===== src/rtl/bringup_pkg.sv =====
`timescale 1ns/1ps
package bringup_pkg;

    typedef enum logic [2:0] {
        ST_IDLE   = 3'd0,
        ST_DRIVE  = 3'd1,
        ST_CLOCK  = 3'd2,
        ST_ARB    = 3'd3,
        ST_SETTLE = 3'd4,
        ST_READY  = 3'd5
    } bup_state_e;

    typedef struct packed {
        logic clk_oe;
        logic rst_oe;
        logic clk_en;
        logic rst_n;
        logic arb_int;
        logic ready;
    } bup_out_t;

    localparam bup_out_t BUP_OUT_OFF = '0;

    function automatic int unsigned cyc_of(input int unsigned mhz, input int unsigned usec);
        int unsigned c;
        c = mhz * usec;
        return (c == 0) ? 1 : c;
    endfunction

    function automatic int unsigned max3(input int unsigned a, input int unsigned b,
                                         input int unsigned c);
        int unsigned m;
        m = (a > b) ? a : b;
        return (m > c) ? m : c;
    endfunction

endpackage


===== src/rtl/bup_delay_cnt.sv =====
`timescale 1ns/1ps
module bup_delay_cnt #(
    parameter int unsigned CNT_W = 8
) (
    input  logic             clk,
    input  logic             srst,
    input  logic             load,
    input  logic [CNT_W-1:0] load_val,
    output logic             done
);
    logic [CNT_W-1:0] cnt_q;

    always_ff @(posedge clk) begin
        if (srst) begin
            cnt_q <= '0;
        end else if (load) begin
            cnt_q <= load_val;
        end else if (cnt_q != '0) begin
            cnt_q <= cnt_q - 1'b1;
        end
    end

    assign done = (cnt_q == '0);

    // An expired count stays expired until reloaded
    AST_CNT_HOLD_ZERO: assert property (@(posedge clk) disable iff (srst)
        (!load && cnt_q == '0) |=> (cnt_q == '0));

endmodule


===== src/rtl/bup_out_reg.sv =====
`timescale 1ns/1ps
module bup_out_reg
    import bringup_pkg::*;
(
    input  logic       clk,
    input  logic       srst,
    input  bup_state_e nxt_state,
    output bup_out_t   outs
);
    bup_out_t dec;

    always_comb begin
        dec = BUP_OUT_OFF;
        unique case (nxt_state)
            ST_IDLE: dec = BUP_OUT_OFF;
            ST_DRIVE: begin
                dec.clk_oe = 1'b1;
                dec.rst_oe = 1'b1;
            end
            ST_CLOCK: begin
                dec.clk_oe = 1'b1;
                dec.rst_oe = 1'b1;
                dec.clk_en = 1'b1;
            end
            ST_ARB, ST_SETTLE: begin
                dec.clk_oe  = 1'b1;
                dec.rst_oe  = 1'b1;
                dec.clk_en  = 1'b1;
                dec.rst_n   = 1'b1;
                dec.arb_int = 1'b1;
            end
            ST_READY: begin
                dec.clk_oe  = 1'b1;
                dec.rst_oe  = 1'b1;
                dec.clk_en  = 1'b1;
                dec.rst_n   = 1'b1;
                dec.arb_int = 1'b1;
                dec.ready   = 1'b1;
            end
            default: dec = BUP_OUT_OFF;
        endcase
    end

    always_ff @(posedge clk) begin
        if (srst) outs <= BUP_OUT_OFF;
        else      outs <= dec;
    end

endmodule


===== src/rtl/pci_bus_bringup.sv =====
`timescale 1ns/1ps
module pci_bus_bringup
    import bringup_pkg::*;
#(
    parameter int unsigned CLK_FREQ_MHZ = 100,
    parameter int unsigned RST_HOLD_US  = 150,
    parameter int unsigned ARB_HOLD_US  = 1,
    parameter int unsigned SETTLE_US    = 10000
) (
    input  logic clk,
    input  logic srst,
    input  logic start,
    output logic pci_clk_oe,
    output logic pci_rst_oe,
    output logic pci_clk_en,
    output logic pci_rst_n,
    output logic arb_internal,
    output logic bus_ready
);
    localparam int unsigned RST_CYC    = cyc_of(CLK_FREQ_MHZ, RST_HOLD_US);
    localparam int unsigned ARB_CYC    = cyc_of(CLK_FREQ_MHZ, ARB_HOLD_US);
    localparam int unsigned SETTLE_CYC = cyc_of(CLK_FREQ_MHZ, SETTLE_US);
    localparam int unsigned MAX_CYC    = max3(RST_CYC, ARB_CYC, SETTLE_CYC);
    localparam int unsigned CNT_W      = $clog2(MAX_CYC + 1);

    localparam logic [CNT_W-1:0] RST_LOAD    = CNT_W'(RST_CYC - 1);
    localparam logic [CNT_W-1:0] ARB_LOAD    = CNT_W'(ARB_CYC - 1);
    localparam logic [CNT_W-1:0] SETTLE_LOAD = CNT_W'(SETTLE_CYC - 1);

    bup_state_e       state_q, state_d;
    logic             cnt_load;
    logic [CNT_W-1:0] cnt_val;
    logic             cnt_done;
    bup_out_t         outs;

    // Next-state and counter-load decisions
    always_comb begin
        state_d  = state_q;
        cnt_load = 1'b0;
        cnt_val  = '0;
        unique case (state_q)
            ST_IDLE: begin
                if (start) state_d = ST_DRIVE;
            end
            ST_DRIVE: begin
                state_d  = ST_CLOCK;
                cnt_load = 1'b1;
                cnt_val  = RST_LOAD;
            end
            ST_CLOCK: begin
                if (cnt_done) begin
                    state_d  = ST_ARB;
                    cnt_load = 1'b1;
                    cnt_val  = ARB_LOAD;
                end
            end
            ST_ARB: begin
                if (cnt_done) begin
                    state_d  = ST_SETTLE;
                    cnt_load = 1'b1;
                    cnt_val  = SETTLE_LOAD;
                end
            end
            ST_SETTLE: begin
                if (cnt_done) state_d = ST_READY;
            end
            ST_READY: state_d = ST_READY;
            default:  state_d = ST_IDLE;
        endcase
    end

    // State register
    always_ff @(posedge clk) begin
        if (srst) state_q <= ST_IDLE;
        else      state_q <= state_d;
    end

    bup_delay_cnt #(.CNT_W(CNT_W)) u_cnt (
        .clk      (clk),
        .srst     (srst),
        .load     (cnt_load),
        .load_val (cnt_val),
        .done     (cnt_done)
    );

    // Output register, aligned with the state register
    bup_out_reg u_out (
        .clk       (clk),
        .srst      (srst),
        .nxt_state (state_d),
        .outs      (outs)
    );

    assign pci_clk_oe   = outs.clk_oe;
    assign pci_rst_oe   = outs.rst_oe;
    assign pci_clk_en   = outs.clk_en;
    assign pci_rst_n    = outs.rst_n;
    assign arb_internal = outs.arb_int;
    assign bus_ready    = outs.ready;

    AST_CLK_NEEDS_DRIVERS: assert property (@(posedge clk) disable iff (srst)
        pci_clk_en |-> (pci_clk_oe && pci_rst_oe));
    AST_RELEASE_NEEDS_CLK: assert property (@(posedge clk) disable iff (srst)
        pci_rst_n |-> pci_clk_en);
    AST_RELEASE_AFTER_CLK: assert property (@(posedge clk) disable iff (srst)
        $rose(pci_rst_n) |-> ($past(pci_clk_en) && arb_internal));
    AST_READY_AFTER_ARB: assert property (@(posedge clk) disable iff (srst)
        $rose(bus_ready) |-> $past(arb_internal));
    AST_READY_STICKY: assert property (@(posedge clk) disable iff (srst)
        bus_ready |=> bus_ready);
    AST_NO_RESTART: assert property (@(posedge clk) disable iff (srst)
        (state_q != ST_IDLE) |=> (state_q != ST_DRIVE));
    AST_SRST_CLEARS: assert property (@(posedge clk)
        srst |=> (!pci_clk_oe && !pci_rst_oe && !pci_clk_en && !pci_rst_n
                  && !arb_internal && !bus_ready));

endmodule


===== config.mk =====
export PLATFORM = sky130hd
export DESIGN_NAME = pci_bus_bringup
export DESIGN_NICKNAME = d
export VERILOG_FILES = /design/src/rtl/bringup_pkg.sv /design/src/rtl/bup_delay_cnt.sv /design/src/rtl/bup_out_reg.sv /design/src/rtl/pci_bus_bringup.sv
export SDC_FILE = /design/constraint.sdc
export NUM_CORES = 1
export LEC_CHECK = 0
export BUFFER_PORTS_ARGS = -buffer_cell sky130_fd_sc_hd__buf_2
export CAP_MARGIN = 15
export CORE_ASPECT_RATIO = 2
export CORE_UTILIZATION = 55
export CTS_CLUSTER_SIZE = 24
export DETAILED_ROUTE_END_ITERATION = 6
export PLACE_DENSITY = 0.75
export SKIP_CTS_REPAIR_TIMING = 1
export SLEW_MARGIN = 20
export SYNTH_ARGS = -nofsm -noshare
export SYNTH_HDL_FRONTEND = slang
export SYNTH_HIERARCHICAL = 1
export SYNTH_SLANG_ARGS = --single-unit

===== constraint.sdc =====
create_clock -name clk -period 6.2 [get_ports clk]
set_input_delay 0.62 -clock clk [delete_from_list [all_inputs] [get_ports clk]]
set_output_delay 0.62 -clock clk [all_outputs]
set_load 0.02 [all_outputs]

; ---- After elaboration in Yosys (flattened, before gate mapping)
; Cells that the tools add are included.
[word_totals]
ff_bits = 29
input_bits = 3
output_inout_bits = 6
[classes]
n_addsub = 1
eq_ne = 10
muxes = 16
n_reduce_logical = 8
[op_table]
columns = op, n
row1 = 20-bit two-way mux, 3
row2 = 20-bit one-hot mux with 3 select lines, 1
row3 = 20-bit zero test, 1
row4 = 20-bit nonzero test, 1
row5 = "20-bit by 1-bit subtractor with 20-bit output, second input constant", 1
row6 = 3-bit one-hot mux with 6 select lines, 1
row7 = "3-bit by 2-bit equality test with 1-bit output, second input constant", 4
row8 = "3-bit equality test, second input constant", 4
row9 = 3-bit two-way mux, 4
row10 = 7-bit two-way mux, 1
row11 = "3-bit by 1-bit equality test with 1-bit output, second input constant", 2
row12 = 5-bit OR reduction, 1
row13 = 2-bit two-way mux, 2
row14 = 4-bit OR reduction, 1
row15 = 3-bit zero test, 1
row16 = 1-bit two-way mux, 3
row17 = 3-bit OR reduction, 1
row18 = 1-bit one-hot mux with 2 select lines, 1
row19 = 2-bit nonzero test, 1
row20 = 2-bit OR reduction, 1

; ---- Logic depth before layout (Yosys ltp)
[logic_depth]
ltp_word = 6
depth_mapped = 13
ltp_nobuf = 10

; ---- By module
; Netlist, hierarchy kept.
[by_module_without_submodules]
columns = mod, instances, cells_each, area_per_inst_um2
row1 = bup_delay_cnt, 1, 122, 1081.0
row2 = pci_bus_bringup, 1, 32, 231.5
row3 = bup_out_reg, 1, 14, 157.7

; ---- Worst setup path after synthesis
; No wires, ideal clock.
[synth_timing]
kind = register -> register
from = register u_cnt.cnt_q[0]
to = register u_cnt.cnt_q[18]
setup_time_ns = 0.067
arrival_ns = 2.837
required_time_ns = 6.133
slack_ns = 3.296
stages_incl_launch_ff = 14
path_buffers = 3
synth_period_minus_slack_ns = 2.904
cell_sequence = dfxtp_1 -> inv_1 -> ha_1 -> or4b_2 -> nor4_2 -> and2b_1 -> buf_4 -> nand2_1 -> a21oi_1 -> nor2b_1 -> clkbuf_1 -> clkbuf_1 -> nand2_1 -> o21ai_2
[synth_between]
elab_chain_cells = 4
elab_cells_between_ends = 10
cone_classes = add/sub (1) / mux (6) / reduce/logical (3)
[synth_rtl]
columns = element, line
row1 = from (decl), bup_delay_cnt.sv:11  ; logic [CNT_W-1:0] cnt_q;
row2 = from (signal assigned), bup_delay_cnt.sv:17  ; cnt_q <= load_val;
row3 = from (signal assigned), bup_delay_cnt.sv:19  ; cnt_q <= cnt_q - 1'b1;
row4 = 20-bit zero test (*), bup_delay_cnt.sv:23  ; assign done = (cnt_q == '0);
row5 = via cnt_done, pci_bus_bringup.sv:33  ; logic cnt_done;
row6 = 1-bit two-way mux (*), "pci_bus_bringup.sv:51, pci_bus_bringup.sv:58"
row7 = 1-bit one-hot mux with 2 select lines (*), pci_bus_bringup.sv:41  ; unique case (state_q)
row8 = via cnt_load, pci_bus_bringup.sv:31  ; logic cnt_load;
row9 = 20-bit two-way mux or 2-bit nonzero test (tied branches), -
; The timed path passes the listed nets; every way through them passes the cells marked *. The select of a mux whose other input is x is not followed.
; A chain may end at the register's enable or synchronous reset.

; ---- Final worst setup path
[layout_timing]
from = register u_cnt.cnt_q[1]
to = register u_cnt.cnt_q[1]
; Same word-level chain as after synthesis.

==> flow_summary.json <==
{
  "timing.rr.end": "u_cnt/cnt_q[1]$_SDFFE_PP0P_",
  "arrival_ns": 3.80,
  "hpwl_microns": 2340,
  "syn_area_sq_um": 1470,
  "wl_per_cell_microns": 15.2,
  "yosysSeqAreaShare_pct": 36.8,
  "worstSetupStartpointType": "flop",
  "place.gp.congestion": 0.911,
  "cp_max_fo": 17,
  "rows": 26,
  "antenna_found_initial": 0,
  "p_sw_mw": 0.321,
  "hold-path-endpoint": "u_cnt/cnt_q[18]$_SDFFE_PP0P_",
  "ys_types": 44,
  "powerDensity_nw_per_um2": 499,
  "cts_root_buffer": "clkbuf_8",
  "rr_startpoint": "u_cnt/cnt_q[1]$_SDFFE_PP0P_",
  "crit_buf_inv": 1,
  "placed_cell_area_sq_um": 1490,
  "vias": 1157,
  "final_common_cell": "dfxtp_1",
  "tns_ns": 0,
  "intPower_mw": 0.443,
  "avgSynthCellArea_sq_um": 8.75,
  "clkPwrFrac_pct": 12.9,
  "fmax_ghz": 0.279,
  "status": "complete, no violations",
  "syn_inst": 168,
  "combinationalPowerShare_pct": 52.1,
  "vdd_ir_drop_max_mv": 0.255,
  "drv_cap": 0,
  "dieArea_sq_um": 2900,
  "fin_skew_ns": 0.00510,
  "critPathTopFamily": "simple AND/OR/NAND/NOR gates",
  "cts_buffers": 3,
  "reg2regPathDepth": 9,
  "cts_tree": "yes",
  "path_class": "flop to flop",
  "start_util_pct": 57.9,
  "fillCellCount": 240,
  "reg2reg_slack_ns": 2.61,
  "die-width_microns": 38.6,
  "vias_per_cell": 5.76,
  "wl_microns": 3060,
  "cp_slowest_cell": "nor2b_1",
  "min_period_over_period_pct": 57.9,
  "fin_hold_ws_ns": 0.558,
  "grt_start_max_net_pins": 18,
  "finalSetupViolCount": 0,
  "min_path_cells": 2,
  "synth-seq-cells": 27,
  "leakage_nw": 0.598,
  "final_area_sq_um": 1530,
  "drt-initial-drc-count": 36,
  "slew_headroom_pct": 32.4,
  "drc": 0,
  "die_y_microns": 75.1,
  "p_sw_share_pct": 42.0,
  "ctsHtreeMaxLevel": 1,
  "firstDrtPassIters": 4,
  "hold_viol_final": 0,
  "first_global_vias": 1067,
  "grt_pass1_wl_microns": 4640,
  "coreArea_sq_um": 2540,
  "cp_cell_sequence": "inv_1 -> ha_1 -> or4b_2 -> nor4_2 -> and2b_1 -> nand2_1 -> a21oi_1 -> nor2b_1 -> a22o_1",
  "cts_sinks": 27,
  "fin_crit_ns": 3.59,
  "clockBufferDepth": 2,
  "required_ns": 6.41,
  "syn_to_final_growth_pct": 4.26,
  "rsz0062_at_grt": "no",
  "fin_util_pct": 60.4,
  "path_clk_slew_ns": 0.09,
  "hold_start": "u_cnt/cnt_q[18]$_SDFFE_PP0P_",
  "overflow": 0,
  "num_antenna_cells": 0,
  "seq_power_share_pct": 35.0,
  "cp-end-kind": "flop",
  "ant_nets": 0,
  "track_usage_pct": 22.9,
  "drive_gt1_share_pct": 17.9,
  "yosysWarnings": 6,
  "min_path_type": "flop to flop",
  "io_pins": 9,
  "slew_viol_final": 0,
  "io_buffers": 8,
  "worstMarginPinSlew_ns": 1.01,
  "max_stage_delay_ns": 0.86,
  "layout_common_cells": "dfxtp_1, nand2_1, xnor2_1, nor3_1",
  "clkLatencyLatePin_ns": 0.27,
  "nets": 179
}
-- final cells by class --
cell class | instances | area [sq um] | share of cell area, %
multi-input cells | 131 | 861 | 56.2
flip-flops and latches | 27 | 541 | 35.3
clock buffers | 4 | 45.0 | 2.94
inverters | 3 | 11.3 | 0.735
well taps | 28 | 35.0 | 2.29
repair buffers | 8 | 40.0 | 2.61
-- power by group through the flow --
stage               Clock [mW]  Sequential (mW)  Combinational (mW)
floorplan                    0            0.262               0.339
global placement             0            0.267               0.385
detailed placement           0            0.270               0.396
CTS                      0.101            0.267               0.400
global route             0.107            0.273               0.437
finish                  0.0984            0.268               0.399
-- Yosys cell counts --
| cell type | count | area share (%) |
|---|---|---|
| a211o_1 | 1 | 0.60 |
| a211oi_1 | 1 | 0.51 |
| a21oi_1 | 8 | 2.7 |
| a22o_1 | 3 | 1.8 |
| a31oi_1 | 1 | 0.43 |
| and2b_1 | 1 | 0.51 |
| and3_2 | 1 | 0.51 |
| buf_2 | 1 | 0.34 |
| buf_4 | 3 | 1.5 |
| buf_6 | 1 | 0.77 |
| buf_8 | 1 | 1.0 |
| clkbuf_1 | 3 | 0.77 |
| conb_1 | 1 | 0.26 |
| dfxtp_1 | 27 | 37 |
| ha_1 | 2 | 1.7 |
| inv_1 | 3 | 0.77 |
| mux2i_1 | 1 | 0.68 |
| nand2_1 | 21 | 5.4 |
| nand2b_1 | 1 | 0.43 |
| nand2b_4 | 1 | 0.94 |
| nand3_1 | 2 | 0.68 |
| nand3b_1 | 2 | 1.0 |
| nand4_1 | 1 | 0.43 |
| nor2_1 | 10 | 2.6 |
| nor2b_1 | 3 | 1.3 |
| nor3_1 | 11 | 3.7 |
| nor3b_2 | 1 | 0.85 |
| nor4_1 | 5 | 2.1 |
| nor4_2 | 2 | 1.7 |
| o21ai_0 | 5 | 1.7 |
| o21ai_2 | 10 | 6.0 |
| o21bai_1 | 1 | 0.51 |
| o31ai_1 | 1 | 0.51 |
| or2_1 | 1 | 0.43 |
| or2_2 | 1 | 0.43 |
| or2b_1 | 2 | 1.0 |
| or2b_4 | 1 | 0.77 |
| or3_1 | 4 | 1.7 |
| or4_1 | 1 | 0.51 |
| or4_4 | 1 | 0.77 |
| or4b_2 | 1 | 0.68 |
| or4b_4 | 1 | 0.94 |
| xnor2_1 | 15 | 8.9 |
| xor2_1 | 4 | 2.4 |
-- kinds of logic after synthesis --
family	share of synthesized area (%)
simple gates	29.4
xor+xnor	11.3
flops	36.8
fa+ha+maj	1.70
mux	0.681
buf+inv	5.19
compound gates	14.7
other cells	0.255
-- how the worst max path moves through the flow --
| stage | start | end | depth (start not counted) |
|---|---|---|---|
| 2_1_floorplan | u_cnt/cnt_q[0]$_SDFFE_PP0P_ | u_cnt/cnt_q[18]$_SDFFE_PP0P_ | 13 |
| 3_3_place_gp | u_cnt/cnt_q[0]$_SDFFE_PP0P_ | u_cnt/cnt_q[14]$_SDFFE_PP0P_ | 10 |
| 3_5_place_dp | u_cnt/cnt_q[1]$_SDFFE_PP0P_ | u_cnt/cnt_q[1]$_SDFFE_PP0P_ | 9 |
| 4_1_cts | u_cnt/cnt_q[1]$_SDFFE_PP0P_ | u_cnt/cnt_q[1]$_SDFFE_PP0P_ | 9 |
| 5_1_grt | u_cnt/cnt_q[1]$_SDFFE_PP0P_ | u_cnt/cnt_q[9]$_SDFFE_PP0P_ | 10 |
| 6_report | u_cnt/cnt_q[1]$_SDFFE_PP0P_ | u_cnt/cnt_q[1]$_SDFFE_PP0P_ | 9 |
-- through the flow --
| stage | setup slack (ns) | cells | power (mW) |
|---|---|---|---|
| 2_1_floorplan | 3.30 | 170 | 0.602 |
| 3_3_place_gp | 2.81 | 197 | 0.653 |
| 3_5_place_dp | 2.67 | 197 | 0.667 |
| 4_1_cts | 2.64 | 201 | 0.768 |
| 5_1_grt | 2.28 | 201 | 0.818 |
| 6_report | 2.61 | 201 | 0.765 |
-- state kept, by name, indices dropped and copies added (netlist names) --
signal / cells
u_out/outs: 4
u_cnt/cnt_q: 20
state_q: 3
-- worst register-to-register path, cell delays in order (launching register included) --
cell     delay [ns]
dfxtp_1        0.34
inv_1          0.10
ha_1           0.14
or4b_2         0.61
nor4_2         0.19
and2b_1        0.41
nand2_1        0.18
a21oi_1        0.42
nor2b_1        0.87
a22o_1         0.29
-- layer usage --
metal  vias up  GRT usage [%]  wire (microns)
met5         -              0               0
met4         0           9.20              26
met3         2           2.65              72
met2        24           45.6            1810
met1       536           21.6            1150
li1        595              -               -
Power figures use the tool's default switching activity.
